### config.mk
export PLATFORM = sky130hd
export DESIGN_NAME = pfg_top
export DESIGN_NICKNAME = d
export VERILOG_FILES = /design/src/rtl/pfg_pkg.sv /design/src/rtl/pfg_sync.sv /design/src/rtl/pfg_ce_gate.sv /design/src/rtl/pfg_access_ctl.sv /design/src/rtl/pfg_src_sel.sv /design/src/rtl/pfg_top.sv
export SDC_FILE = /design/constraint.sdc
export NUM_CORES = 1
export LEC_CHECK = 0
export ABC_AREA = 1
export BUFFER_PORTS_ARGS = -buffer_cell sky130_fd_sc_hd__buf_2
export CORE_AREA = 2 2 39 41
export CTS_BUF_LIST = sky130_fd_sc_hd__clkbuf_8
export CTS_CLUSTER_SIZE = 12
export DETAILED_ROUTE_END_ITERATION = 6
export DIE_AREA = 0 0 41 43
export HOLD_SLACK_MARGIN = 0.03
export PLACE_DENSITY = 0.43
export SYNTH_ARGS = -nofsm -noshare
export SYNTH_HDL_FRONTEND = slang
export SYNTH_SLANG_ARGS = --single-unit
### constraint.sdc
create_clock -name clk -period 0.85 [get_ports clk]
set_input_delay 0 -clock clk [delete_from_list [all_inputs] [get_ports clk]]
set_output_delay 0 -clock clk [all_outputs]
set_load 0.02 [all_outputs]
### src/rtl/pfg_pkg.sv
package pfg_pkg;
  typedef enum logic [1:0] {
    SRC_MAIN  = 2'b00,
    SRC_BAT_A = 2'b01,
    SRC_BAT_B = 2'b10
  } src_e;
endpackage

### src/rtl/pfg_sync.sv
module pfg_sync #(
  parameter int STAGES = 2
) (
  input  logic clk,
  input  logic rst,
  input  logic d_i,
  output logic q_o
);
  logic [STAGES-1:0] chain;

  always_ff @(posedge clk) begin
    if (rst) chain[0] <= 1'b0;
    else     chain[0] <= d_i;
  end

  generate
    for (genvar i = 1; i < STAGES; i++) begin : g_stage
      always_ff @(posedge clk) begin
        if (rst) chain[i] <= 1'b0;
        else     chain[i] <= chain[i-1];
      end
    end
  endgenerate

  assign q_o = chain[STAGES-1];
endmodule

### src/rtl/pfg_ce_gate.sv
module pfg_ce_gate (
  input  logic rom_mode_i,
  input  logic pfail_i,
  input  logic ce_n_i,
  output logic ce_n_o
);
  logic forced_level;

  // RAM mode holds the memory deselected; ROM mode pulls the enable low.
  always_comb begin
    forced_level = ~rom_mode_i;
    ce_n_o       = pfail_i ? forced_level : ce_n_i;
  end
endmodule

### src/rtl/pfg_access_ctl.sv
module pfg_access_ctl (
  input  logic clk,
  input  logic rst,
  input  logic pf_sync_i,
  input  logic start_i,
  input  logic done_i,
  output logic abort_o,
  output logic active_o
);
  logic pf_seen_q;
  logic abort_q;
  logic active_q;

  always_ff @(posedge clk) begin
    if (rst) begin
      pf_seen_q <= 1'b0;
      abort_q   <= 1'b0;
      active_q  <= 1'b0;
    end else begin
      pf_seen_q <= pf_sync_i;
      abort_q   <= pf_sync_i & ~pf_seen_q;
      if (pf_sync_i)    active_q <= 1'b0;
      else if (done_i)  active_q <= 1'b0;
      else if (start_i) active_q <= 1'b1;
    end
  end

  assign abort_o  = abort_q;
  assign active_o = active_q;
endmodule

### src/rtl/pfg_src_sel.sv
module pfg_src_sel
  import pfg_pkg::*;
(
  input  logic       clk,
  input  logic       rst,
  input  logic       pf_sync_i,
  input  logic       a_gt_b_i,
  output logic [1:0] src_o
);
  src_e src_q;
  src_e src_d;

  always_comb begin
    if (!pf_sync_i)    src_d = SRC_MAIN;
    else if (a_gt_b_i) src_d = SRC_BAT_A;
    else               src_d = SRC_BAT_B;
  end

  always_ff @(posedge clk) begin
    if (rst) src_q <= SRC_MAIN;
    else     src_q <= src_d;
  end

  assign src_o = src_q;
endmodule

### src/rtl/pfg_top.sv
module pfg_top #(
  parameter int SYNC_STAGES = 2
) (
  input  logic       clk,
  input  logic       rst,
  input  logic       rom_mode_i,
  input  logic       pfail_i,
  input  logic       ce_n_i,
  input  logic       bat_a_gt_b_i,
  input  logic       xfer_start_i,
  input  logic       xfer_done_i,
  output logic       ce_n_o,
  output logic [1:0] src_sel_o,
  output logic       blocked_o,
  output logic       abort_o,
  output logic       xfer_active_o
);
  logic pf_sync;

  pfg_ce_gate u_gate (
    .rom_mode_i (rom_mode_i),
    .pfail_i    (pfail_i),
    .ce_n_i     (ce_n_i),
    .ce_n_o     (ce_n_o)
  );

  pfg_sync #(.STAGES(SYNC_STAGES)) u_sync (
    .clk (clk),
    .rst (rst),
    .d_i (pfail_i),
    .q_o (pf_sync)
  );

  pfg_access_ctl u_acc (
    .clk       (clk),
    .rst       (rst),
    .pf_sync_i (pf_sync),
    .start_i   (xfer_start_i),
    .done_i    (xfer_done_i),
    .abort_o   (abort_o),
    .active_o  (xfer_active_o)
  );

  pfg_src_sel u_src (
    .clk       (clk),
    .rst       (rst),
    .pf_sync_i (pf_sync),
    .a_gt_b_i  (bat_a_gt_b_i),
    .src_o     (src_sel_o)
  );

  assign blocked_o = pf_sync;
endmodule

==> run summary, run 1 <==
Synthesized instance count: 25
Pin count of the biggest net entering global routing: 5
Setup TNS: 0 ns
Pwr/cell area: 2189 nW/um^2
Crit path required time: 0.85 ns
Synth top area share: 65.50%
RSZ-0062 raised after global routing: false
Pins Over Slew Limit: 0
Final core utilization: 28.48%
CP max-delay cell: dfxtp_1
Syn Area/Cell: 8.558 sq um
Sw Pwr: 0.0001704 W
Post-CTS Setup Inserts: 0
Clock Tree Buf Depth: 2
Fraction of layout cells with a size suffix above 1: 38.30%
FILL cells: 149
Syn Nets: 33
Total global routing overflow: 0
Worst Tran Pin Value: 0.1163 ns
Die ar.: 1763 sq um
Seq pwr share: 40.0%
Nets: 56
Port Buffers: 13
Crit-path cells: buf_2
Layout area overhead: 84.21%
Most frequent cells in the layout: buf_2, inv_1, nor2_1, dfxtp_1, dlygate4sd3_1
Vias after detailed routing: 215
Max Cap Violations: 0
Setup violators final: 0
Worst path depth: 1
Crit path capture type: output port
Netlist cell types: 7
Vias in the first global route: 189
Slew margin rel.: 92.17%
Bufs and invs on worst path: 1
Crit path from: u_sync.q_o
Max stage delay on crit path: 0.35 ns
Rows: 14
Pint: 0.0006924 W
Pre-CTS setup slack: 0.2482 ns
Multi-input logic area: 51.30 sq um
Initial Utilization: 15.46%
Arr. time, crit path: 0.75 ns
Fin crit period: 0.7506 ns
Switch share: 19.75%
TritonCTS Buffers: 3
Placed Cells: 54
Worst Slack Setup Final: 0.09940 ns
GP Congestion: 0.5777
Worst vdd ir: 741.7 uV
Worst path top cell family by delay: flip-flops
Fin cells: 63
Sequential cell area: 140.1 sq um
Fin crit share: 88.31%
Max frequency: 1332 MHz
Post-DR wirelength/cell: 6.063 microns
FF+latch count, synth: 7
First-pass detailed-route iteration total: 2
Ys Warns: 0
Root Driver: clkbuf_8
Die width: 41 microns
Startpoint Class: flop
Post-synth top area cell: dfxtp_1
Initial antenna violation count: 0
Combinational power share: 9.0%
Setup Skew: 0.0009951 ns
Sequential element share of the synthesized area: 65.50%
Largest cells by area after synthesis: dfxtp_1, nor2_1, inv_1, nand2_1, nand2_2
Final wirelength: 382 microns
Vias per inst: 3.413
IO Count: 14
Post-DRT Antenna Nets: 0
Status: finished, final reports clean
Clock group share of total power: 51.1%
CTS tree: yes
N_diodes: 0
CTS clk-pin slew, worst paths: 0.04 ns
WHS Path Cells: 3
Cts repair resizes: 0
Placeable Area: 1384 sq um
CP Class: reg2out
Wire length of the first global-routing pass: 662 microns
Worst skew pair latency: 0.22 ns
Initial DRC count: 2
CTS H-tree lvls: 1
HP Class: in2out
Total track usage: 6.344%
Area of the mapped netlist: 214.0 sq um
Register-to-Register Path Depth: 3
Hold_sp: rom_mode_i
Final Hold Fails: 0
CTS Hold Bufs: 5
Leak pwr: 0.2189 nW
Sink Count: 7
Die Span Y: 43 microns
Worst reg2reg path startpoint: u_sync.q_o
Most common cell after layout, fill and taps aside: buf_2
Critical-path maximum fanout: 3
Residual DRC: 0
## per-layer routing
layer / track usage [%] / vias up / part of all wire [%]
met3: 6.283 / 0 / 15
li1: - / 113 / -
met5: 0 / - / 0
met4: 4.000 / 0 / 0
met2: 8.750 / 12 / 47
met1: 5.519 / 90 / 38
## synthesized netlist by cell type
| cell type | count |
|---|---|
| dfxtp_1 | 7 |
| nor2_1 | 7 |
| inv_1 | 6 |
| nand2_1 | 2 |
| nand2_2 | 1 |
| nor2_2 | 1 |
| o21ai_0 | 1 |
## power groups by stage
stage                     sequential [W]  clock, W  combinational [W]
final                           0.000345  0.000441          0.0000772
after global routing            0.000346  0.000486          0.0000871
after CTS                       0.000345  0.000463          0.0000791
after detailed placement        0.000350         0          0.0000616
after global placement          0.000350         0          0.0000606
after floorplan                 0.000359         0          0.0000222
## final cells by class
cell class / instances / area share [%]
clock inverter: 1 / 0.9524
timing repair buffer: 18 / 29.21
tap: 16 / 5.079
sequential: 7 / 35.56
multi-input combinational: 12 / 13.02
clock buffer: 3 / 10.48
inverter: 6 / 5.714
## sequential cells by signal, indices dropped and copies added (netlist names)
name	flops
u_src.src_o	2
u_acc.abort_o	1
u_acc.active_o	1
u_acc.pf_seen_q	1
u_sync.q_o	1
u_sync.chain	1
## cell families (layout without fill, tap and decap cells)
family	after synthesis	count (layout)	synth area share, %
buffers and inverters	6	28	10.53
AO/OA/AOI/OAI	1	1	2.337
flip-flops	7	7	65.50
AND/OR/NAND/NOR	11	11	21.64
## metrics by stage
step | cell area, sq um | hold slack, ns | power, W
5_1_grt | 394.1 | 0.3091 | 0.0009188
4_1_cts | 394.1 | 0.2922 | 0.0008862
3_5_place_dp | 299.0 | 0.1832 | 0.0004114
6_report | 394.1 | 0.2892 | 0.0008628
2_1_floorplan | 214.0 | 0.07118 | 0.0003811
3_3_place_gp | 299.0 | 0.1808 | 0.0004102
## worst reg2reg max path, cell delays in order (launching register included)
cell,delay [ns]
dfxtp_1,0.35
inv_1,0.05
nand2_1,0.07
nor2_2,0.03
## path summary, 6_finish.rpt
check | to | slack [ns]
worst min-delay path | ce_n_o | 0.29
worst max-delay path | blocked_o | 0.1
worst max register to register | u_acc.active_o | 0.25
worst min register to register | u_acc.abort_o | 0.38
(Power assumes the default switching activity.)
==> inputs of run 2 (changes only) <==
--- a/config.mk
+++ b/config.mk
@@ -13,7 +13,7 @@
 export DETAILED_ROUTE_END_ITERATION = 6
 export DIE_AREA = 0 0 41 43
 export HOLD_SLACK_MARGIN = 0.03
-export PLACE_DENSITY = 0.43
+export SKIP_LAST_GASP = 1
 export SYNTH_ARGS = -nofsm -noshare
 export SYNTH_HDL_FRONTEND = slang
 export SYNTH_SLANG_ARGS = --single-unit
==> run 2 against run 1 <==
Via count fell by 4.2%. Combinational power about the same. Sequential power about the same. Hold slack improved by 0.0013 ns. Flip-flop and latch count did not move. Largest cell class unchanged. Count of clock-buffer cells in the layout is the same. Critical path type unchanged. Critical endpoint unchanged.
==> run summary, run 2 (synthesis gave the netlist of run 1 again) <==
Vias after detailed routing: 206 (-4.2%)
CTS clk-pin slew, worst paths: 0.04 ns (about the same)
WHS Path Cells: 3 (unchanged)
Initial antenna violation count: 0 (unchanged)
Slew margin rel.: 91.89% (-0.27 points)
Die Span Y: 43 microns (unchanged)
Wire length of the first global-routing pass: 552 microns (-17%)
Most frequent cells in the layout: buf_2, inv_1, nor2_1, dfxtp_1, dlygate4sd3_1
CTS Hold Bufs: 5 (unchanged)
GP Congestion: 0.5587 (-3.3%)
Worst path depth: 1 (unchanged)
Worst R2R Setup Slack: 0.25 ns (about the same)
Initial DRC count: 1 (-1)
Pins Over Slew Limit: 0 (unchanged)
Worst skew pair latency: 0.22 ns (about the same)
Pin count of the biggest net entering global routing: 5 (unchanged)
IO Count: 14 (unchanged)
Worst vdd ir: 426.3 uV (-43%)
Residual DRC: 0 (unchanged)
Crit path capture type: output port
Register-to-Register Path Depth: 3 (unchanged)
CTS H-tree lvls: 1 (unchanged)
Max Cap Violations: 0 (unchanged)
Worst Tran Pin Value: 0.1203 ns (+0.004035 ns)
TritonCTS Buffers: 3 (unchanged)
Max FFs per register: 2 (unchanged)
Rows: 14 (unchanged)
First-pass detailed-route iteration total: 2 (unchanged)
Sink Count: 7 (unchanged)
RSZ-0062 raised after global routing: false
Startpoint Class: flop
N_diodes: 0 (unchanged)
Layout area overhead: 84.21% (unchanged)
Total global routing overflow: 0 (unchanged)
Vias in the first global route: 152 (-20%)
Fin cells: 63 (unchanged)
Setup Skew: 0.001372 ns (+0.0003773 ns)
Worst path top cell family by delay: flip-flops
Status: finished, final reports clean
Leak pwr: 0.2189 nW (unchanged)
Placeable Area: 1384 sq um (unchanged)
Pwr/cell area: 2187 nW/um^2 (about the same)
Final Hold Fails: 0 (unchanged)
CTS tree: yes
Port Buffers: 13 (unchanged)
CP max-delay cell: dfxtp_1
Initial Utilization: 15.46% (unchanged)
Fraction of layout cells with a size suffix above 1: 38.30% (unchanged)
Crit path required time: 0.85 ns (about the same)
Crit-path cells: buf_2
Fin crit share: 87.56% (-0.74 points)
CP Class: reg2out
Post-DRT Antenna Nets: 0 (unchanged)
FILL cells: 157 (+5.4%)
Post-DR wirelength/cell: 6.063 microns (unchanged)
Clock Tree Buf Depth: 2 (unchanged)
Most common cell after layout, fill and taps aside: buf_2
Max frequency: 1344 MHz (+0.85%)
Die width: 41 microns (unchanged)
Placed Cells: 54 (unchanged)
HP Class: in2out
Final wirelength: 382 microns (unchanged)
Vias per inst: 3.270 (-4.2%)
Critical-path maximum fanout: 3 (unchanged)
Setup TNS: 0 ns (unchanged)
Total track usage: 5.221% (-1.1 points)
DP HPWL: 296.5 microns
Cts repair resizes: 0 (unchanged)
Arr. time, crit path: 0.74 ns (about the same)
Bufs and invs on worst path: 1 (unchanged)
Die ar.: 1763 sq um (unchanged)
Max stage delay on crit path: 0.35 ns (about the same)
Post-CTS Setup Inserts: 0 (unchanged)
Nets: 56 (unchanged)
Root Driver: clkbuf_8
Fin crit period: 0.7443 ns (-0.006313 ns)
Setup violators final: 0 (unchanged)
## run 2: cell counts in the layout (fill, tap and decap cells not counted)
Identical to the previous run, type by type.
## run 2: final timing paths
kind	start	to
setup / recovery	u_sync.q_o	blocked_o
hold / removal	rom_mode_i	ce_n_o
setup reg to reg	u_sync.q_o	u_acc.active_o
hold reg to reg	u_acc.pf_seen_q	u_acc.abort_o
## run 2: final cells by class
cell class              instances  area [sq um]  share of cell area [%]
inverters                       6         22.52                   5.714
clock buffers                   3         41.29                   10.48
flip-flops and latches          7         140.1                   35.56
clock inverters                 1         3.754                  0.9524
well taps                      16         20.02                   5.079
multi-input cells              12         51.30                   13.02
repair buffers                 18         115.1                   29.21
## run 2: through the flow
stage	worst slack [ns]	hold slack [ns]	instance area, sq um	power [W]	utilization, %
finish	0.1057	0.2905	394.1	0.0008621	28.48
global route	0.05224	0.3261	394.1	0.0008999	28.48
CTS	0.09474	0.2981	394.1	0.0008785	28.48
detailed placement	0.2542	0.1807	299.0	0.0004108	21.61
global placement	0.2681	0.1756	299.0	0.0004095	21.61
floorplan	0.1265	0.07118	214.0	0.0003811	-
## run 2: worst register-to-register path: stages (launching register included)
cell     delay, ns
dfxtp_1       0.35
inv_1         0.05
nand2_1       0.07
nor2_2        0.03
## run 2: report_power, final
part	leakage (nW)	total [W]	internal, W	switching, W
sequential	0.0572	0.000345	0.000341	0.00000381
combinational	0.135	0.0000771	0.0000405	0.0000366
clock	0.0269	0.000440	0.000311	0.000129
## run 2: layer usage
layer  wire length (microns)  vias to the layer above  global-route usage, %
met5                       0                        -                      0
met4                       0                        0                  4.000
met3                      48                        0                  4.712
met2                     175                        9                  6.563
met1                     158                       84                  5.145
li1                        -                      113                      -
